### config.mk
export PLATFORM = sky130hd
export DESIGN_NAME = irq_state_bank
export DESIGN_NICKNAME = d
export VERILOG_FILES = /design/src/rtl/irqbm_pkg.sv /design/src/rtl/irqbm_perm_mask.sv /design/src/rtl/irqbm_word.sv /design/src/rtl/irq_state_bank.sv
export SDC_FILE = /design/constraint.sdc
export NUM_CORES = 2
export LEC_CHECK = 0
export ABC_CLOCK_PERIOD_IN_PS = 2100
export BUFFER_PORTS_ARGS = -buffer_cell sky130_fd_sc_hd__buf_2
export CAP_MARGIN = 0
export CORE_MARGIN = 1.5
export CORE_UTILIZATION = 56
export CTS_CLUSTER_SIZE = 16
export DETAILED_ROUTE_END_ITERATION = 6
export PLACE_DENSITY = 0.85
export REMOVE_ABC_BUFFERS = 1
export SETUP_SLACK_MARGIN = 0.02
export SLEW_MARGIN = 20
export SYNTH_ARGS = -nofsm -noshare
export SYNTH_HDL_FRONTEND = slang
export SYNTH_SLANG_ARGS = --single-unit
### constraint.sdc
create_clock -name clk -period 2.1 [get_ports clk]
set_clock_uncertainty 0.05 [all_clocks]
set_input_delay 0.105 -clock clk [delete_from_list [all_inputs] [get_ports clk]]
set_output_delay 0.105 -clock clk [all_outputs]
set_load 0.1 [all_outputs]
### src/rtl/irqbm_pkg.sv
package irqbm_pkg;

  localparam int WORD_W = 32;

  typedef enum logic [3:0] {
    WIN_SET_EN   = 4'd0,
    WIN_CLR_EN   = 4'd1,
    WIN_SET_PEND = 4'd2,
    WIN_CLR_PEND = 4'd3,
    WIN_SET_ACT  = 4'd4,
    WIN_CLR_ACT  = 4'd5,
    WIN_GROUP    = 4'd6,
    WIN_TRIG     = 4'd7,
    WIN_ACC_LO   = 4'd8,
    WIN_ACC_HI   = 4'd9
  } win_e;

  // minimum access level a mask variant demands (0 = group term only)
  typedef enum logic [1:0] {
    GATE_GROUP = 2'd0,
    GATE_GE1   = 2'd1,
    GATE_GE2   = 2'd2
  } gate_e;

endpackage

### src/rtl/irqbm_perm_mask.sv
module irqbm_perm_mask
  import irqbm_pkg::*;
#(
  parameter gate_e GATE = GATE_GROUP
) (
  input  logic [WORD_W-1:0]   grp_i,
  input  logic [2*WORD_W-1:0] acc_i,
  input  logic                secure_i,
  input  logic                ds_i,
  output logic [WORD_W-1:0]   mask_o
);

  localparam logic [1:0] THR = GATE;

  logic [WORD_W-1:0] acc_ok;

  // one comparator per interrupt bit against the variant's threshold
  for (genvar b = 0; b < WORD_W; b++) begin : g_bit
    assign acc_ok[b] = (THR != 2'd0) && (acc_i[2*b +: 2] >= THR);
  end

  always_comb begin
    if (secure_i || ds_i) mask_o = '1;
    else                  mask_o = grp_i | acc_ok;
  end

endmodule

### src/rtl/irqbm_word.sv
module irqbm_word
  import irqbm_pkg::*;
(
  input  logic              clk,
  input  logic              rst_n,
  input  logic              wr_i,
  input  win_e              win_i,
  input  logic [WORD_W-1:0] wdata_i,
  input  logic              secure_i,
  input  logic              ds_i,
  input  logic [WORD_W-1:0] line_i,
  output logic [WORD_W-1:0] rdata_o
);

  logic [WORD_W-1:0]   en_q, pend_q, act_q, grp_q, trig_q, lvl_q;
  logic [2*WORD_W-1:0] acc_q;
  logic [WORD_W-1:0]   en_d, pend_d, act_d, grp_d, trig_d;
  logic [2*WORD_W-1:0] acc_d;
  logic [WORD_W-1:0]   m_grp, m_ge1, m_ge2;
  logic [WORD_W-1:0]   rise, pend_view;
  logic                cfg_ok, acc_win_ok;

  irqbm_perm_mask #(.GATE(GATE_GROUP)) u_m_grp (
    .grp_i(grp_q), .acc_i(acc_q), .secure_i(secure_i), .ds_i(ds_i), .mask_o(m_grp));
  irqbm_perm_mask #(.GATE(GATE_GE1)) u_m_ge1 (
    .grp_i(grp_q), .acc_i(acc_q), .secure_i(secure_i), .ds_i(ds_i), .mask_o(m_ge1));
  irqbm_perm_mask #(.GATE(GATE_GE2)) u_m_ge2 (
    .grp_i(grp_q), .acc_i(acc_q), .secure_i(secure_i), .ds_i(ds_i), .mask_o(m_ge2));

  assign cfg_ok     = secure_i || ds_i;
  assign acc_win_ok = secure_i && !ds_i;
  assign rise       = line_i & ~lvl_q & trig_q;
  assign pend_view  = pend_q | (lvl_q & ~trig_q);

  always_comb begin
    en_d   = en_q;
    pend_d = pend_q;
    act_d  = act_q;
    grp_d  = grp_q;
    trig_d = trig_q;
    acc_d  = acc_q;
    if (wr_i) begin
      unique case (win_i)
        WIN_SET_EN:   en_d   = en_q | (wdata_i & m_grp);
        WIN_CLR_EN:   en_d   = en_q & ~(wdata_i & m_grp);
        WIN_SET_PEND: pend_d = pend_q | (wdata_i & m_ge1);
        WIN_CLR_PEND: pend_d = pend_q & ~(wdata_i & m_ge2);
        WIN_SET_ACT:  act_d  = act_q | (wdata_i & m_grp);
        WIN_CLR_ACT:  act_d  = act_q & ~(wdata_i & m_grp);
        WIN_GROUP:    if (cfg_ok) grp_d = wdata_i;
        WIN_TRIG:     trig_d = (trig_q & ~m_grp) | (wdata_i & m_grp);
        WIN_ACC_LO:   if (acc_win_ok) acc_d[WORD_W-1:0] = wdata_i;
        WIN_ACC_HI:   if (acc_win_ok) acc_d[2*WORD_W-1:WORD_W] = wdata_i;
        default: ;
      endcase
    end
    // an input edge lands after any software clear of the same cycle
    pend_d = pend_d | rise;
  end

  always_ff @(posedge clk) begin
    if (!rst_n) begin
      en_q   <= '0;
      pend_q <= '0;
      act_q  <= '0;
      grp_q  <= '0;
      trig_q <= '0;
      acc_q  <= '0;
      lvl_q  <= '0;
    end else begin
      en_q   <= en_d;
      pend_q <= pend_d;
      act_q  <= act_d;
      grp_q  <= grp_d;
      trig_q <= trig_d;
      acc_q  <= acc_d;
      lvl_q  <= line_i;
    end
  end

  always_comb begin
    unique case (win_i)
      WIN_SET_EN, WIN_CLR_EN:   rdata_o = en_q & m_grp;
      WIN_SET_PEND:             rdata_o = pend_view & m_ge1;
      WIN_CLR_PEND:             rdata_o = pend_view & m_ge2;
      WIN_SET_ACT, WIN_CLR_ACT: rdata_o = act_q & m_ge2;
      WIN_GROUP:                rdata_o = cfg_ok ? grp_q : '0;
      WIN_TRIG:                 rdata_o = trig_q & m_grp;
      WIN_ACC_LO:               rdata_o = acc_win_ok ? acc_q[WORD_W-1:0] : '0;
      WIN_ACC_HI:               rdata_o = acc_win_ok ? acc_q[2*WORD_W-1:WORD_W] : '0;
      default:                  rdata_o = '0;
    endcase
  end

  // a set-enable write never drops an enable bit
  a_r3_set_keeps: assert property (@(posedge clk) disable iff (!rst_n)
    (wr_i && win_i == WIN_SET_EN) |=> (($past(en_q) & ~en_q) == '0));

  // a clear-enable write never raises an enable bit
  a_r4_clr_keeps: assert property (@(posedge clk) disable iff (!rst_n)
    (wr_i && win_i == WIN_CLR_EN) |=> ((en_q & ~$past(en_q)) == '0));

  // gated non-secure enable writes stay inside the group bits
  a_r5_ns_en_gated: assert property (@(posedge clk) disable iff (!rst_n)
    (wr_i && !secure_i && !ds_i && (win_i == WIN_SET_EN || win_i == WIN_CLR_EN))
    |=> (((en_q ^ $past(en_q)) & ~$past(grp_q)) == '0));

  // gated non-secure writes cannot alter the group bits
  a_r9_group_locked: assert property (@(posedge clk) disable iff (!rst_n)
    (wr_i && !secure_i && !ds_i) |=> $stable(grp_q));

endmodule

### src/rtl/irq_state_bank.sv
module irq_state_bank
  import irqbm_pkg::*;
#(
  parameter int NUM_IRQ = 128,
  parameter int IDX_W   = 5
) (
  input  logic                   clk,
  input  logic                   rst_n,
  input  logic                   cfg_ds,
  input  logic [NUM_IRQ-33:0]    irq_in,
  input  logic                   req_valid,
  output logic                   req_ready,
  input  logic                   req_write,
  input  logic                   req_secure,
  input  logic [3:0]             req_win,
  input  logic [IDX_W-1:0]       req_index,
  input  logic [WORD_W-1:0]      req_wdata,
  output logic                   rsp_valid,
  input  logic                   rsp_ready,
  output logic [WORD_W-1:0]      rsp_rdata
);

  localparam int NUM_WORDS = NUM_IRQ / WORD_W;

  logic              accept;
  win_e              win;
  logic [WORD_W-1:0] word_rd [NUM_WORDS];
  logic [WORD_W-1:0] rd_sel;

  assign req_ready = !rsp_valid || rsp_ready;
  assign accept    = req_valid && req_ready;
  assign win       = win_e'(req_win);

  // word 0 holds the internal interrupts: no storage, reads zero
  assign word_rd[0] = '0;

  for (genvar w = 1; w < NUM_WORDS; w++) begin : g_word
    logic wr_w;
    assign wr_w = accept && req_write && (req_index == IDX_W'(w));
    irqbm_word u_word (
      .clk      (clk),
      .rst_n    (rst_n),
      .wr_i     (wr_w),
      .win_i    (win),
      .wdata_i  (req_wdata),
      .secure_i (req_secure),
      .ds_i     (cfg_ds),
      .line_i   (irq_in[(w-1)*WORD_W +: WORD_W]),
      .rdata_o  (word_rd[w])
    );
  end

  always_comb begin
    rd_sel = '0;
    for (int w = 1; w < NUM_WORDS; w++) begin
      if (req_index == IDX_W'(w)) rd_sel = rd_sel | word_rd[w];
    end
  end

  always_ff @(posedge clk) begin
    if (!rst_n) begin
      rsp_valid <= 1'b0;
      rsp_rdata <= '0;
    end else if (accept) begin
      rsp_valid <= 1'b1;
      rsp_rdata <= req_write ? '0 : rd_sel;
    end else if (rsp_ready) begin
      rsp_valid <= 1'b0;
    end
  end

  // a response that is not taken stays put
  a_r1_rsp_hold: assert property (@(posedge clk) disable iff (!rst_n)
    (rsp_valid && !rsp_ready) |=> (rsp_valid && $stable(rsp_rdata)));

  // the internal word always reads as zero
  a_r2_word0_raz: assert property (@(posedge clk) disable iff (!rst_n)
    (accept && !req_write && req_index == '0) |=> (rsp_rdata == '0));

endmodule

Word-level counts from Yosys, hierarchy flattened. Index checks and enable logic that the tools add are counted.

$lt $le $gt $ge: 192. Equal/unequal tests: 12. Muxes and demuxes: 39. Bitwise gates (word level): 86. Reduce and logical (&&, ||, !) cells: 34.

Operator list (count): $and A32 B32 Y32 (45); $or A32 B32 Y32 (26); $mux W32 (25); $pmux W32 S8 (3); $pmux W32 S2 (9); $not A32 Y32 (15); $ge A2 B1 Y1 const B (96); $ge A2 B2 Y1 const B (96); $reduce_and A3 Y1 (9); $reduce_and A2 Y1 (9); $eq A4 B3 Y1 const B (4); $eq A5 B2 Y1 const B (2); $eq A4 B2 Y1 const B (2); $eq A4 B4 Y1 const B (2); $logic_and A1 B1 Y1 (6); $reduce_bool A2 Y1 (3); $eq A5 B1 Y1 const B (1); $eq A4 B1 Y1 const B (1); $logic_not A4 Y1 (1); $reduce_or A2 Y1 (2); $logic_not A1 Y1 (2); $logic_or A1 B1 Y1 (2); $mux W1 (2).

Register bits after elaboration: 801. Input port bits: 144. Output and inout port bits: 34. Logic and storage cells: 389.

Longest topological paths before layout.
Depth after elaboration: 11. Depth in mapped cells: 12. Mapped depth without buffers: 7.

By module. From an unflattened synthesis, not the netlist that was laid out.

Cells, all modules: 4822. Area, all modules: 41205.8 um^2.

By module, submodules not included: irqbm_word (instances 3, cells an instance 1428, area an instance 12216.7 um^2, sequential area each 5124.9 um^2); irq_state_bank (instances 1, cells an instance 202, area an instance 2187.1 um^2, sequential area each 660.6 um^2); irqbm_perm_mask (g_word[1].u_word.u_m_ge1 ...) (instances 3, cells an instance 36, area an instance 282.8 um^2, sequential area each 0.0 um^2); irqbm_perm_mask (g_word[1].u_word.u_m_ge2 ...) (instances 3, cells an instance 38, area an instance 277.8 um^2, sequential area each 0.0 um^2); irqbm_perm_mask (g_word[1].u_word.u_m_grp ...) (instances 3, cells an instance 38, area an instance 229.0 um^2, sequential area each 0.0 um^2).

Least setup slack after synthesis. Ideal clock, no wire load.

Path kind: register to register. Start: reg rsp_valid. End: reg with a tool-made name. Setup time: 0.126 ns. Arrival: 3.434 ns. Data required time: 1.924 ns. Slack: -1.509 ns. Cell stages (with the launch flop): 11. Period minus slack after synthesis: 3.609 ns. Cells stage by stage: dfxtp_1 -> nand2b_1 -> nand2_1 -> clkbuf_1 -> nor2_1 -> nand2_1 -> clkbuf_1 -> buf_1 -> nor2_1 -> nand2_1 -> a21boi_0.

RTL lines: from (decl) (RTL line irq_state_bank.sv:18) `output logic rsp_valid,`; from (signal assigned) (RTL line irq_state_bank.sv:62) `rsp_valid <= 1'b0;`; from (signal assigned) (RTL line irq_state_bank.sv:65) `rsp_valid <= 1'b1;`; from (signal assigned) (RTL line irq_state_bank.sv:68) `rsp_valid <= 1'b0;`.

Worst setup path in the final report.
Start: reg g_word[2].u_word.grp_q[6]. End: reg rsp_rdata[6].

Word-level cells in the longest chain between the ends: 9. Elaborated cells between the ends (all ways): 17.

RTL lines: from (decl) (RTL line irqbm_word.sv:15) `logic [WORD_W-1:0] en_q, pend_q, act_q, grp_q, trig_q, lvl_q;`; from (signal assigned) (RTL line irqbm_word.sv:74) `grp_q <= grp_d;`; $or A32 B32 Y32 (RTL line irqbm_perm_mask.sv:24) `else mask_o = grp_i | acc_ok;`; $mux W32 (RTL line irqbm_perm_mask.sv:23) `if (secure_i || ds_i) mask_o = '1;`; $and A32 B32 Y32 (on tied branches) (RTL line irqbm_word.sv:86, irqbm_word.sv:84, irqbm_word.sv:85); $pmux W32 S8 * (RTL line irqbm_word.sv:82) `unique case (win_i)`; $or A32 B32 Y32 * (RTL line irq_state_bank.sv:56) `if (req_index == IDX_W'(w)) rd_sel = rd_sel | word_rd[w];`; $mux W32 * (RTL line irq_state_bank.sv:56); $or A32 B32 Y32 (RTL line irq_state_bank.sv:56); $mux W32 * (RTL line irq_state_bank.sv:56); $mux W32 * (RTL line irq_state_bank.sv:66) `rsp_rdata <= req_write ? '0 : rd_sel;`; to (signal assigned) (RTL line irq_state_bank.sv:66); to (decl) (RTL line irq_state_bank.sv:20) `output logic [WORD_W-1:0] rsp_rdata`.

Every way passes the cells marked *; elsewhere a longest branch is shown, timed or not. A chain may end at the register's enable or synchronous reset.

==> out/qor.csv <==
stage,metric,value,unit
setup_path,CP Cell Sequence,"or3_4, nor3_4, nor3_1, a221o_1, nor3_2, buf_4, o22ai_1, o311a_1",
setup_path,CP top delay family,simple AND/OR/NAND/NOR gates,
route,DRT Wirelength,178000,um
route,Avg Vias per Cell,6.81,
run_status,failing checks,"design-rule violations, negative setup slack",
floorplanning,die footprint,0.0755,mm^2
synth,Netlist Area Pre-Place,0.0413,mm^2
run_status,status,"finished, violations left",
cts,Num CTS Buffers,85,
global_routing,vias in the first global route,44780,
route,met3 wire len,28500,um
sta,max_slew headroom,59.3,%
global_routing,antenna violations before repair,6,
floorplanning,IO Count,178,
placement,routability cong.,1.01,
final_layout,"Cell Count, Final, Fillers Out",6829,
placement,number of I/O port buffers,177,
cts,CTS root buffer,clkbuf_16,
sta,Fmax achieved,457,MHz
cts,Worst-Skew Late Latency,0.68,ns
cts,H-tree Lvls,3,
setup_path,crit start category,flop,
cts,CTS tree,yes,
synth,Mapped Cells,5339,
global_routing,first-pass GRT wire length,265000,um
final_layout,Syn-to-layout area delta,25.1,%
floorplanning,core outline area,0.0730,mm^2
route,routed len/inst,26.1,um
final_layout,most frequent cells in the layout,"797 x dfxtp_1, 792 x nand2_1, 510 x nor2_1",
global_routing,global route overflow,0,
synth,top_reg_cell synth,dfxtp_1,
placement,Placed Cells,6523,
final_layout,NumNets Final,5940,
setup_path,"Req. time, crit path",2.60,ns
route,"antenna viol nets, final",0,
synth,Post-Syn Area per Cell,7.74,um^2
cts,TritonCTS sink count,801,
synth,"Seq/Total Area, Yosys",38.8,%
sta,max-slew violation count,0,
sta,unrepaired setup endpoints after global routing,yes,
setup_path,CP max-delay cell,or3_4,
placement,post-DP HPWL,114000,um
synth,"EDFF count, synth",0,
floorplanning,# rows,99,
synth,count of different cell masters after synthesis,66,
route,DRC viols,132,
min_path,Hold Crit Class,input port to flop,
synth,Synth Warn #,0,
sta,Final setup viols,1,
power_and_ir_drop,worst IR drop on VDD,1.15,mV
power_and_ir_drop,Tot Pwr,34.6,mW
global_routing,GRT Total Usage,45.9,%
setup_path,"Max FO, Critical Path",2,
floorplanning,Die Ht,275,um
synth,"FF+latch count, synth",801,
route,First-pass DRT Iterations,7,
run,max_cap viols,0,
power_and_ir_drop,PwrDens,669,mW/mm^2
floorplanning,Die W,275,um
cts,buffer depth of the longest clock path,3,
power_and_ir_drop,LEAKAGE,20.6,nW
sta,Worst-Margin Slew,0.609,ns
route,routed vias,46525,
final_layout,"most common cell after layout, fill and taps aside",dfxtp_1,
setup_path,Worst setup EP type,flop,
setup_path,Crit Path Category,flop to flop,
sta,final hold vios,0,
route,Top Metal Used,met5,
floorplanning,Initial Util,56.7,%
setup_path,buffers plus inverters on the worst setup path,1,
setup_path,max incr delay on CP,0.41,ns
sta,min Tclk post-route,2.19,ns
route,initial drt markers,7368,
route,wire length on met1,58700,um
global_routing,pin count of the biggest net entering global routing,143,
sta,post-route clock period utilization,104,%
sta,worst setup margin,-0.0887,ns
synth,Post-synth ARST share,0,%
route,Met2 Wirelength,72700,um
final_layout,layout cells sized above 1,17.2,%
setup_path,critical path arrival,2.69,ns
cts,"Clk pin slew, worst setup/hold paths",0.06,ns
## worst reg2reg max path, cell delays in order, from the launching register on
cell and delay (ns):
dfxtp_1 0.31, or3_4 0.41, nor3_4 0.20, nor3_1 0.07, a221o_1 0.28, nor3_2 0.11, buf_4 0.20, o22ai_1 0.10
o311a_1 0.34
## metal layers
layer	track usage, %	vias up
li1	-	19849
met1	54.1	21296
met2	67.7	3954
met3	15.2	1422
met4	38.1	4
met5	0	-
## cell type report
cell class                 instances  area, um^2
antenna                            5        12.5
multi-input combinational       4000       23500
tap                              959        1200
clock buffer                     128        2530
fill                            5279       21200
timing repair buffer             828        7780
inverter                          80         300
clock inverter                    28         362
sequential                       801       16000
## timing repair
item | in CTS | in global routing
gates resized for setup | 12 | 48
endpoints found under the setup margin | 16 | 47
buffers inserted | 0 | 3
hold endpoints to repair | 631 | 11
pin swaps | 3 | 20
gates cloned | 1 | 1
hold buffers | 139 | 1
## cell families (layout without fill, tap and decap cells)
group | Yosys count | after routing | share of synthesized area [%]
flops | 801 | 801 | 38.8
simple gates | 2344 | 2344 | 26.8
buf+inv | 538 | 1064 | 5.32
other cells | 0 | 5 | 0
compound gates | 1476 | 1476 | 24.5
mux | 180 | 180 | 4.55
## worst paths after layout
path              depth (start not counted)                        from  slack, ns                          to
setup reg to reg                          8   g_word[2].u_word.grp_q[6]      -0.09                rsp_rdata[6]
hold reg to reg                           2  g_word[2].u_word.acc_q[25]       0.42  g_word[2].u_word.acc_q[25]
setup / recovery                          8   g_word[2].u_word.grp_q[6]      -0.09                rsp_rdata[6]
hold / removal                            5                   req_valid       0.07               rsp_rdata[31]
## Yosys cell counts (7+ instances only)
cell / n / area share (%)
o22ai_1: 38 / 0.57
mux2i_1: 115 / 2.8
nand3_1: 41 / 0.50
or2_2: 30 / 0.45
mux2_2: 65 / 1.8
o32ai_1: 28 / 0.59
o211a_1: 100 / 2.4
nor3_2: 7 / 0.17
dfxtp_1: 801 / 39
nand3b_1: 69 / 1.3
o2111ai_1: 32 / 0.68
buf_1: 18 / 0.16
a221oi_1: 35 / 0.74
nand4_1: 28 / 0.42
buf_4: 9 / 0.16
or3_1: 153 / 2.3
a21oi_1: 157 / 1.9
o21ai_0: 399 / 4.8
inv_1: 80 / 0.73
clkbuf_1: 354 / 3.2
nor2_1: 525 / 4.8
a211oi_1: 19 / 0.34
nor4_1: 82 / 1.2
buf_2: 69 / 0.84
o311a_1: 32 / 0.77
nand2_1: 801 / 7.3
a31oi_1: 68 / 1.0
buf_6: 8 / 0.22
a21boi_0: 375 / 6.8
nor2b_1: 111 / 1.7
and2_1: 126 / 1.9
o21ai_1: 12 / 0.15
a221o_1: 56 / 1.4
nor3_1: 339 / 4.1
a21boi_1: 103 / 1.9
## through the flow
step	instance area (um^2)	util [%]	setup TNS, ns	setup slack, ns	hold slack (ns)
2_1_floorplan	39400	-	-1562.26	-3.02	0.173
3_3_place_gp	47100	64.5	-10.69	-0.355	0.270
3_5_place_dp	47100	64.5	-23.18	-0.317	0.277
4_1_cts	51500	70.5	0	0.00356	-0.165
5_1_grt	51700	70.9	-0.165	-0.123	0.0830
6_report	51700	70.9	-0.0887	-0.0887	0.0685
## power by group
group	internal [mW]	leakage [nW]	switching [mW]
Combinational	1.38	12.7	2.01
Sequential	15.3	6.48	0.0470
Clock	9.20	1.43	6.65
(Power assumes the default switching activity.)
